`config.mk`:
```
export PLATFORM = sky130hd
export DESIGN_NAME = clkrdy_intr_reg
export DESIGN_NICKNAME = d
export VERILOG_FILES = /design/src/rtl/clkrdy_pkg.sv /design/src/rtl/clkrdy_flag.sv /design/src/rtl/clkrdy_enable.sv /design/src/rtl/clkrdy_intr_reg.sv
export SDC_FILE = /design/constraint.sdc
export NUM_CORES = 1
export LEC_CHECK = 0
export BUFFER_PORTS_ARGS = -buffer_cell sky130_fd_sc_hd__buf_2
export CORE_MARGIN = 2
export CORE_UTILIZATION = 35
export DETAILED_ROUTE_END_ITERATION = 8
export MAX_ROUTING_LAYER = met4
export PLACE_DENSITY = 0.86
export SKIP_CTS_REPAIR_TIMING = 1
export SYNTH_ARGS = -nofsm -noshare
export SYNTH_HDL_FRONTEND = slang
export SYNTH_SLANG_ARGS = --single-unit
```
`constraint.sdc`:
```
create_clock -name clk -period 1.45 [get_ports clk]
set_input_delay 0.2175 -clock clk [delete_from_list [all_inputs] [get_ports clk]]
set_output_delay 0.2175 -clock clk [all_outputs]
set_load 0.01 [all_outputs]
```
`src/rtl/clkrdy_pkg.sv`:
```
package clkrdy_pkg;
  localparam int DATA_W    = 32;
  localparam int LANE_W    = 8;
  localparam int LANES     = DATA_W / LANE_W;
  localparam int NUM_RDY   = 7;
  localparam int NUM_FLAGS = NUM_RDY + 1;
  localparam int FAIL_IDX  = NUM_RDY;
  // lane assignment of the three field groups
  localparam int FLAG_LANE = 0;
  localparam int EN_LANE   = 1;
  localparam int CLR_LANE  = 2;
  localparam int EN_LSB    = EN_LANE * LANE_W;
  localparam int CLR_LSB   = CLR_LANE * LANE_W;
endpackage

```
`src/rtl/clkrdy_flag.sv`:
```
module clkrdy_flag (
  input  logic clk,
  input  logic rst_n,
  input  logic set_i,
  input  logic clr_i,
  output logic flag_o
);
  always_ff @(posedge clk or negedge rst_n) begin
    if (!rst_n)     flag_o <= 1'b0;
    else if (set_i) flag_o <= 1'b1;
    else if (clr_i) flag_o <= 1'b0;
  end

  assert_set_wins_R6: assert property (@(posedge clk) disable iff (!rst_n)
    set_i |=> flag_o);
  assert_clear_R4: assert property (@(posedge clk) disable iff (!rst_n)
    (clr_i && !set_i) |=> !flag_o);
  assert_sticky_R2: assert property (@(posedge clk) disable iff (!rst_n)
    (!clr_i && !set_i) |=> $stable(flag_o));
endmodule

```
`src/rtl/clkrdy_enable.sv`:
```
module clkrdy_enable #(
  parameter int N = 7
) (
  input  logic         clk,
  input  logic         rst_n,
  input  logic         wr_i,
  input  logic [N-1:0] wdata_i,
  output logic [N-1:0] en_o
);
  always_ff @(posedge clk or negedge rst_n) begin
    if (!rst_n)    en_o <= '0;
    else if (wr_i) en_o <= wdata_i;
  end

  assert_lane_hold_R9: assert property (@(posedge clk) disable iff (!rst_n)
    !wr_i |=> $stable(en_o));
  assert_rw_R3: assert property (@(posedge clk) disable iff (!rst_n)
    wr_i |=> (en_o == $past(wdata_i)));
endmodule

```
`src/rtl/clkrdy_intr_reg.sv`:
```
module clkrdy_intr_reg
  import clkrdy_pkg::*;
#(
  parameter int ADDR_W     = 8,
  parameter int REG_OFFSET = 8
) (
  input  logic                clk,
  input  logic                rst_n,
  input  logic [NUM_RDY-1:0]  src_ready_i,
  input  logic                css_fail_i,
  input  logic                bus_sel_i,
  input  logic                bus_we_i,
  input  logic [ADDR_W-1:0]   bus_addr_i,
  input  logic [LANES-1:0]    bus_be_i,
  input  logic [DATA_W-1:0]   bus_wdata_i,
  output logic [DATA_W-1:0]   bus_rdata_o,
  output logic                irq_ready_o,
  output logic                irq_fail_o
);
  localparam int WORD_LSB = $clog2(LANES);
  localparam logic [ADDR_W-WORD_LSB-1:0] WORD_IDX = (ADDR_W-WORD_LSB)'(REG_OFFSET >> WORD_LSB);

  logic                 addr_hit, wr_hit, rd_hit;
  logic [NUM_FLAGS-1:0] set_vec, clr_vec, flags;
  logic [NUM_RDY-1:0]   enables;
  logic                 en_wr;
  logic                 unused_bits;

  assign addr_hit = bus_sel_i && (bus_addr_i[ADDR_W-1:WORD_LSB] == WORD_IDX);
  assign wr_hit   = addr_hit && bus_we_i;
  assign rd_hit   = addr_hit && !bus_we_i;

  assign set_vec = {css_fail_i, src_ready_i};
  assign clr_vec = (wr_hit && bus_be_i[CLR_LANE]) ? bus_wdata_i[CLR_LSB +: NUM_FLAGS] : '0;
  assign en_wr   = wr_hit && bus_be_i[EN_LANE];

  assign unused_bits = ^{bus_wdata_i[DATA_W-1:CLR_LSB+NUM_FLAGS],
                         bus_wdata_i[CLR_LSB-1:EN_LSB+NUM_RDY],
                         bus_wdata_i[EN_LSB-1:0],
                         bus_addr_i[WORD_LSB-1:0], bus_be_i[FLAG_LANE], bus_be_i[LANES-1]};

  for (genvar k = 0; k < NUM_FLAGS; k++) begin : g_flag
    clkrdy_flag u_flag (
      .clk    (clk),
      .rst_n  (rst_n),
      .set_i  (set_vec[k]),
      .clr_i  (clr_vec[k]),
      .flag_o (flags[k])
    );
  end

  clkrdy_enable #(.N(NUM_RDY)) u_enable (
    .clk     (clk),
    .rst_n   (rst_n),
    .wr_i    (en_wr),
    .wdata_i (bus_wdata_i[EN_LSB +: NUM_RDY]),
    .en_o    (enables)
  );

  assign irq_ready_o = |(flags[NUM_RDY-1:0] & enables);
  assign irq_fail_o  = flags[FAIL_IDX];

  always_comb begin
    bus_rdata_o = '0;
    if (rd_hit) begin
      bus_rdata_o[NUM_FLAGS-1:0]        = flags;
      bus_rdata_o[EN_LSB +: NUM_RDY]    = enables;
    end
  end

  for (genvar k = 0; k < NUM_RDY; k++) begin : g_irq_chk
    assert_irq_ready_R7: assert property (@(posedge clk) disable iff (!rst_n)
      (src_ready_i[k] && enables[k] && !en_wr) |=> irq_ready_o);
  end
  assert_fail_irq_R8: assert property (@(posedge clk) disable iff (!rst_n)
    css_fail_i |=> irq_fail_o);
  assert_reserved_zero_R5: assert property (@(posedge clk) disable iff (!rst_n)
    bus_rdata_o[DATA_W-1:EN_LSB+NUM_RDY] == '0);
  assert_addr_miss_R10: assert property (@(posedge clk) disable iff (!rst_n)
    !rd_hit |-> (bus_rdata_o == '0));
endmodule

```
==> flow_summary.toml, run 1 <==
[run_status]
outcome = "finished, violations left"
violations = "negative setup slack"

[synth]
async_flop_share_pct = 100
yosysWarnings = 0
avgSynthCellArea_um2 = 10.8
synth_top_area_share_pct = 42.0
ys_top_cells_by_count = "17 x buf_4, 15 x and3_1, 15 x dfrtp_1, 8 x a21o_1, 8 x nand4_1"
ys_ff_latch = 15
synthTopCellsByArea = "dfrtp_1 42%, buf_4 14%, and3_1 10%"
yosys.cell_count.top_type = "buf_4"
synth_cells = 83
synth_cell_type_count = 16
netlist_area_um2 = 895
synth_ff_type = "dfrtp_1"
yosysSeqAreaShare_pct = 42.0
synth_edf_count = 0
synth_top_area_cell = "dfrtp_1"

[drt]
final_antenna_net_count = 0
drc = 0
routed_via_density = 4.93
dr.pass1.iters = 4
avgRoutedWirePerCell_um = 13.0
wirelength_um = 2220
first_iter_violations = 19
via_count = 843

[global_route]
grt_max_degree = 25
grtUsageTotal_pct = 16.9
overflow = 0
grt_pass1_wl_um = 3440
antenna_found_initial = 0
grt_pass1_vias = 788

[timing]
layout_min_cycle_time_ns = 1.53
slew_violations = 0
finalCritPeriodShare_pct = 105
final.setup.tns_ns = -0.0753
hold_ws_ns = 0.111
clock-skew-final_ns = 0
fmax_mhz = 656
finalHoldViolations = 0
setup_viol = 1
setup_slack_ns = -0.0753
rsz0062_at_grt = "yes"

[worst_setup_path]
start_kind = "flip-flop"
worstPathMaxFanout = 2
r2r_slack_ns = 0.58
critPathTopFamily = "flip-flops"
cp_slowest_cell = "dfrtp_1"
critPathMaxStageDelay_ns = 0.39
critical_path_class = "reg -> out"
cp-end-kind = "primary output"
critPathArrivalTime_ns = 1.31
r2r-start = "u_enable.en_o[4]"
worstPathRequired_ns = 1.23
crit_chain = "a222oi_1, nand3_1, buf_2"
path_buf_inv = 1
ff2ff_path_depth = 2
reg2reg_to = "u_enable.en_o[4]"

[cells_and_area]
syn2layout_area_growth_pct = 35.5
drive_gt1_share_pct = 51.1
final_nets = 198
fillers = 234
multiInputGateArea_um2 = 443
diodes = 0
seq_area_um2 = 375

[placement]
io_buffers = 51
gp_congestion = 0.668
hpwl_um = 1760

[clocking]
clk_latency_ns = 0.28
htree_levels = 1
cts.sinks = 15
clk_pin_slew_ns = 0.09
numCtsBuffers = 3
cts_buffer_depth = 2
root_buffer = "clkbuf_4"
cts_tree = "done"

[floorplan]
die_w_um = 54.6
dieArea_mm2 = 0.00298
core_area_mm2 = 0.00245
rows = 18
start_util_pct = 36.4
fp.dieH_um = 54.6
io_pins = 90

[worst_hold_path]
worstHoldPathCells = 2
hold_end = "g_flag[0].u_flag.flag_o"
worstHoldPathType = "in -> reg"
hold_path.startpoint = "src_ready_i[0]"

[power]
p_leak_nw = 0.673
power.density_mw_per_mm2 = 670
ir_drop_mv = 0.502

[job]
drv_cap = 0
==> cell type report <==
class | count | area share, %
sequential | 15 | 31.0
multi-input combinational | 63 | 36.5
timing repair buffer | 59 | 27.2
tap | 30 | 3.10
clock buffer | 4 | 2.17
==> worst reg2reg max path, stage by stage, from the launching register on <==
cell	delay (ns)
dfrtp_1	0.39
buf_4	0.13
mux2_2	0.25
==> through the flow <==
stage / worst slack (ns) / util (%) / power, mW / cell area (µm²) / cells
after global placement: 0.0880 / 47.0 / 0.574 / 1150 / 163
after global routing: -0.143 / 49.4 / 0.862 / 1210 / 171
after detailed placement: 0.0482 / 47.0 / 0.578 / 1150 / 163
after CTS: -0.0756 / 48.1 / 0.813 / 1180 / 167
after floorplan: 0.0830 / - / 0.531 / 955 / 99
final: -0.0753 / 49.4 / 0.812 / 1210 / 171
==> metal layers <==
layer	vias up	wire (µm)	track usage (%)	part of all wire, %
met5	-	0	-	0
met1	387	847	18.9	38
li1	392	-	-	-
met3	4	229	2.73	10
met2	60	1130	29.7	51
met4	0	14	7.08	0.63
==> logic make-up after synthesis <==
family / after synthesis / share of synthesized area [%]
DFF: 15 / 42.0
muxes: 7 / 8.81
other: 1 / 0.419
AOI/OAI and AO/OA: 11 / 9.51
buffers and inverters: 21 / 15.9
and+or+nand+nor: 28 / 23.4
==> where the power goes <==
group	switching (mW)	internal (mW)	total [mW]
logic	0.0751	0.0648	0.140
clock network	0.131	0.107	0.238
registers	0.00640	0.428	0.434
==> layout by cell type, fill, tap and decap left out, drive strengths merged <==
cell type / Yosys / final
mux2: 7 / 7
buf: 18 / 58
and4bb: 1 / 1
nor4b: 1 / 1
a22oi: 2 / 2
clkbuf: 3 / 4
nand4: 8 / 8
and3: 15 / 15
conb: 1 / 17
dlygate4sd3: 0 / 1
a222oi: 1 / 1
nand3: 2 / 2
nor4: 1 / 1
dfrtp: 15 / 15
a21o: 8 / 8
==> sequential cells by signal, indices dropped and copies added (netlist names) <==
| name | count |
|---|---|
| u_enable.en_o | 7 |
| g_flag.u_flag.flag_o | 8 |
==> how the worst max path moves through the flow <==
stage          cells after the start  slack, ns                     from                 endpoint
2_1_floorplan                      3       0.08                 bus_we_i          bus_rdata_o[10]
3_3_place_gp                       5       0.09            bus_addr_i[5]  g_flag[0].u_flag.flag_o
4_1_cts                            3      -0.08         u_enable.en_o[4]              irq_ready_o
5_1_grt                            3      -0.14  g_flag[4].u_flag.flag_o              irq_ready_o
3_5_place_dp                       5       0.05            bus_addr_i[5]  g_flag[2].u_flag.flag_o
6_report                           3      -0.08  g_flag[4].u_flag.flag_o              irq_ready_o
Note: power is estimated with default switching activity, not from simulation.
==> run 2: changes to the inputs <==
--- a/config.mk
+++ b/config.mk
@@ -6,6 +6,7 @@
 export NUM_CORES = 1
 export LEC_CHECK = 0
 export BUFFER_PORTS_ARGS = -buffer_cell sky130_fd_sc_hd__buf_2
+export CORE_ASPECT_RATIO = 1.1
 export CORE_MARGIN = 2
 export CORE_UTILIZATION = 35
 export DETAILED_ROUTE_END_ITERATION = 8
==> flow_summary.toml, run 2 (synthesis gave the netlist of run 1 again) <==
[run_status]
outcome = "finished, violations left"
violations = "negative setup slack"

[clocking]
clk_pin_slew_ns = 0.08
numCtsBuffers = 3
cts_buffer_depth = 2
cts.sinks = 15
htree_levels = 1
cts_tree = "done"
clk_latency_ns = 0.28
root_buffer = "clkbuf_4"

[timing]
setup_viol = 1
finalHoldViolations = 0
hold_ws_ns = 0.112
rsz0062_at_grt = "yes"
setup_slack_ns = -0.0304
layout_min_cycle_time_ns = 1.48
finalCritPeriodShare_pct = 102
clock-skew-final_ns = 0
fmax_mhz = 675
slew_violations = 0

[global_route]
grtUsageTotal_pct = 15.9
antenna_found_initial = 0
grt_max_degree = 25
grt_pass1_vias = 799
overflow = 0
grt_pass1_wl_um = 3420

[drt]
wl_met1_um = 878
via_count = 821
final_antenna_net_count = 0
wirelength_um = 2230
routed_via_density = 4.89
avgRoutedWirePerCell_um = 13.3
first_iter_violations = 15
dr.pass1.iters = 4
topRoutingLayerUsed = "met4"
drc = 0
wl_met2_um = 1130
wl_met3_um = 188

[cells_and_area]
largestRegisters = "g_flag.u_flag.flag_o (8), u_enable.en_o (7)"
diodes = 0
largest_reg_flops = 8
drive_gt1_share_pct = 49.6
syn2layout_area_growth_pct = 33.7
top_register = "g_flag.u_flag.flag_o"
final_nets = 194
layout_commonest_cell = "buf_2"
mostFrequentLayoutCells = "51 x buf_2, 17 x conb_1, 15 x and3_1, 15 x dfrtp_1"

[floorplan]
dieArea_mm2 = 0.00298
rows = 19
fp.dieH_um = 57.0
core_area_mm2 = 0.00247
die_w_um = 52.2
start_util_pct = 36.2
io_pins = 90

[placement]
gp_congestion = 0.710
io_buffers = 51

[worst_setup_path]
cp-end-kind = "primary output"
worstPathMaxFanout = 3
ff2ff_path_depth = 1
worstPathRequired_ns = 1.23
start_kind = "flip-flop"
critPathArrivalTime_ns = 1.26
r2r-start = "u_enable.en_o[0]"
critical_path_class = "reg -> out"
reg2reg_to = "u_enable.en_o[0]"
r2r_slack_ns = 0.67

[worst_hold_path]
hold_end = "g_flag[4].u_flag.flag_o"
hold_path.startpoint = "src_ready_i[4]"
worstHoldPathType = "in -> reg"
worstHoldPathCells = 2

[power]
p_leak_nw = 0.657
ir_drop_mv = 0.537
power.total_mw = 0.804
power.density_mw_per_mm2 = 672

[job]
drv_cap = 0
-- run 2: final cells by class --
type,instances,area [µm²]
multi-input combinational,63,443
clock buffer,4,26.3
timing repair buffer,55,313
sequential,15,375
fill,244,1280
tap,31,38.8
-- run 2: where the power goes --
part | internal, mW | switching (mW)
sequential | 0.427 | 0.00666
clock | 0.107 | 0.124
combinational | 0.0641 | 0.0748
-- run 2: how the worst max path moves through the flow --
stage	slack, ns	cells after the start	to	start
finish	-0.03	3	irq_ready_o	u_enable.en_o[4]
global placement	0.05	5	u_enable.en_o[6]	bus_addr_i[5]
global route	-0.16	3	irq_ready_o	u_enable.en_o[4]
detailed placement	0.02	5	u_enable.en_o[2]	bus_addr_i[5]
floorplan	0.08	3	bus_rdata_o[10]	bus_we_i
CTS	-0.05	3	irq_ready_o	u_enable.en_o[4]
-- run 2: critical path, stage by stage (launching register included) --
cell,delay [ns]
dfrtp_1,0.40
a222oi_1,0.34
nand3_1,0.10
buf_2,0.16
-- run 2: stage by stage --
stage	util [%]	TNS (ns)	instance area, µm²	setup WS [ns]	instances
2_1_floorplan	-	0	955	0.0830	99
3_3_place_gp	46.9	0	1160	0.0531	163
3_5_place_dp	46.9	0	1160	0.0227	163
4_1_cts	48.0	-0.0548	1190	-0.0548	167
5_1_grt	48.4	-0.156	1200	-0.156	168
6_report	48.4	-0.0304	1200	-0.0304	168
-- run 2: metal layers --
layer	GRT usage, %	up-vias
met4	7.33	0
met5	-	-
li1	-	385
met1	17.2	375
met2	28.6	57
met3	1.83	4
==> run 3: changes to the inputs <==
--- a/config.mk
+++ b/config.mk
@@ -16,3 +16,4 @@
 export SYNTH_ARGS = -nofsm -noshare
 export SYNTH_HDL_FRONTEND = slang
 export SYNTH_SLANG_ARGS = --single-unit
+export TNS_END_PERCENT = 10
==> constraint.sdc (replaced) <==
create_clock -name clk -period 1.6 [get_ports clk]
set_input_delay 0.24 -clock clk [delete_from_list [all_inputs] [get_ports clk]]
set_output_delay 0.24 -clock clk [all_outputs]
set_load 0.01 [all_outputs]
==> flow_summary.toml, run 3 (synthesis gave the netlist of run 1 again) <==
[job]
drv_cap = 0

[drt]
final_antenna_net_count = 0
wirelength_um = 2150
dr.pass1.iters = 4
routed_via_density = 4.90
via_count = 823
avgRoutedWirePerCell_um = 12.8
first_iter_violations = 12
drc = 0

[timing]
rsz0062_at_grt = "yes"
clock-skew-final_ns = 0
slew_violations = 0
setup_viol = 0
fmax_mhz = 666
final.setup.tns_ns = 0
layout_min_cycle_time_ns = 1.50
finalCritPeriodShare_pct = 93.9
finalHoldViolations = 0

[floorplan]
io_pins = 90
dieArea_mm2 = 0.00298
core_area_mm2 = 0.00247
die_w_um = 52.2
rows = 19
start_util_pct = 36.2
fp.dieH_um = 57.0

[cells_and_area]
final_util_pct = 47.4
largestRegisters = "g_flag.u_flag.flag_o (8), u_enable.en_o (7)"
mostFrequentLayoutCells = "51 x buf_2, 17 x conb_1, 15 x and3_1, 15 x dfrtp_1"
layout.cells.non_filler = 168
drive_gt1_share_pct = 49.6
syn2layout_area_growth_pct = 30.9
largest_reg_flops = 8
fin_area_mm2 = 0.00117
fillers = 237
layout_commonest_cell = "buf_2"
final_nets = 194
multiInputGateArea_um2 = 443
seq_area_um2 = 375
top_register = "g_flag.u_flag.flag_o"
diodes = 0

[run_status]
outcome = "finished clean"

[global_route]
overflow = 0
grtUsageTotal_pct = 15.8
grt_pass1_wl_um = 3330
antenna_found_initial = 0
grt_pass1_vias = 785
grt_max_degree = 24

[worst_setup_path]
crit_chain = "a222oi_1, nand3_1, buf_2"
worstPathMaxFanout = 3
critPathMaxStageDelay_ns = 0.39
start_kind = "flip-flop"
critical_path_class = "reg -> out"
worstPathRequired_ns = 1.36
cp_slowest_cell = "dfrtp_1"
cp-end-kind = "primary output"
critPathArrivalTime_ns = 1.26

[clocking]
clk_latency_ns = 0.28
cts_buffer_depth = 2
numCtsBuffers = 3
cts.sinks = 15
htree_levels = 1
clk_pin_slew_ns = 0.09
cts_tree = "done"
root_buffer = "clkbuf_4"

[placement]
io_buffers = 51
dp_cells = 163
placed_area_mm2 = 0.00113
gp_congestion = 0.691

[power]
ir_drop_mv = 0.485
power.density_mw_per_mm2 = 620
p_leak_nw = 0.651

[worst_hold_path]
worstHoldPathType = "in -> reg"
[run 3: cell counts in the layout (fill, tap and decap cells not counted)]
No cell type changed its count.
[run 3: final timing paths]
path	cells past startpoint	slack, ns	from	endpoint
max	3	0.1	g_flag[4].u_flag.flag_o	irq_ready_o
min	2	0.12	src_ready_i[5]	g_flag[5].u_flag.flag_o
max reg2reg	1	0.82	u_enable.en_o[2]	u_enable.en_o[2]
min reg2reg	1	0.50	g_flag[4].u_flag.flag_o	g_flag[4].u_flag.flag_o
max in group asynchronous	2	0.96	rst_n	g_flag[4].u_flag.flag_o
min in group asynchronous	2	0.38	rst_n	g_flag[0].u_flag.flag_o
[run 3: cell type report]
type,instances,area share (%)
well taps,31,3.31
clock buffers,4,2.24
repair buffers,55,24.6
flip-flops and latches,15,32.1
multi-input cells,63,37.8
[run 3: metrics by stage]
| stage | total power [mW] | worst slack [ns] | hold WS (ns) |
|---|---|---|---|
| final | 0.727 | 0.0978 | 0.125 |
| after global routing | 0.767 | -0.00910 | 0.123 |
| after CTS | 0.738 | 0.0678 | -0.153 |
| after detailed placement | 0.520 | 0.0724 | 0.164 |
| after global placement | 0.516 | 0.103 | 0.152 |
| after floorplan | 0.482 | 0.188 | -0.0556 |
[run 3: worst max-delay path: cells and delay by family (launching register included)]
family / cells / cell delay [ns]
and+or+nand+nor: 1 / 0.10
AOI/OAI and AO/OA: 1 / 0.34
DFF: 1 / 0.39
buffers and inverters: 1 / 0.16
[run 3: routing by layer]
layer | share of wire, % | up-vias | GRT usage [%]
li1 | - | 384 | -
met2 | 50 | 63 | 26.9
met3 | 11 | 4 | 3.40
met5 | 0 | - | -
met1 | 37 | 372 | 17.2
met4 | 1.5 | 0 | 7.69
[run 3: where the power goes]
| group | internal, mW | total (mW) | leakage (nW) | switching, mW |
|---|---|---|---|---|
| Sequential | 0.387 | 0.393 | 0.167 | 0.00596 |
| Combinational | 0.0547 | 0.120 | 0.470 | 0.0655 |
| Clock | 0.0969 | 0.213 | 0.0150 | 0.116 |
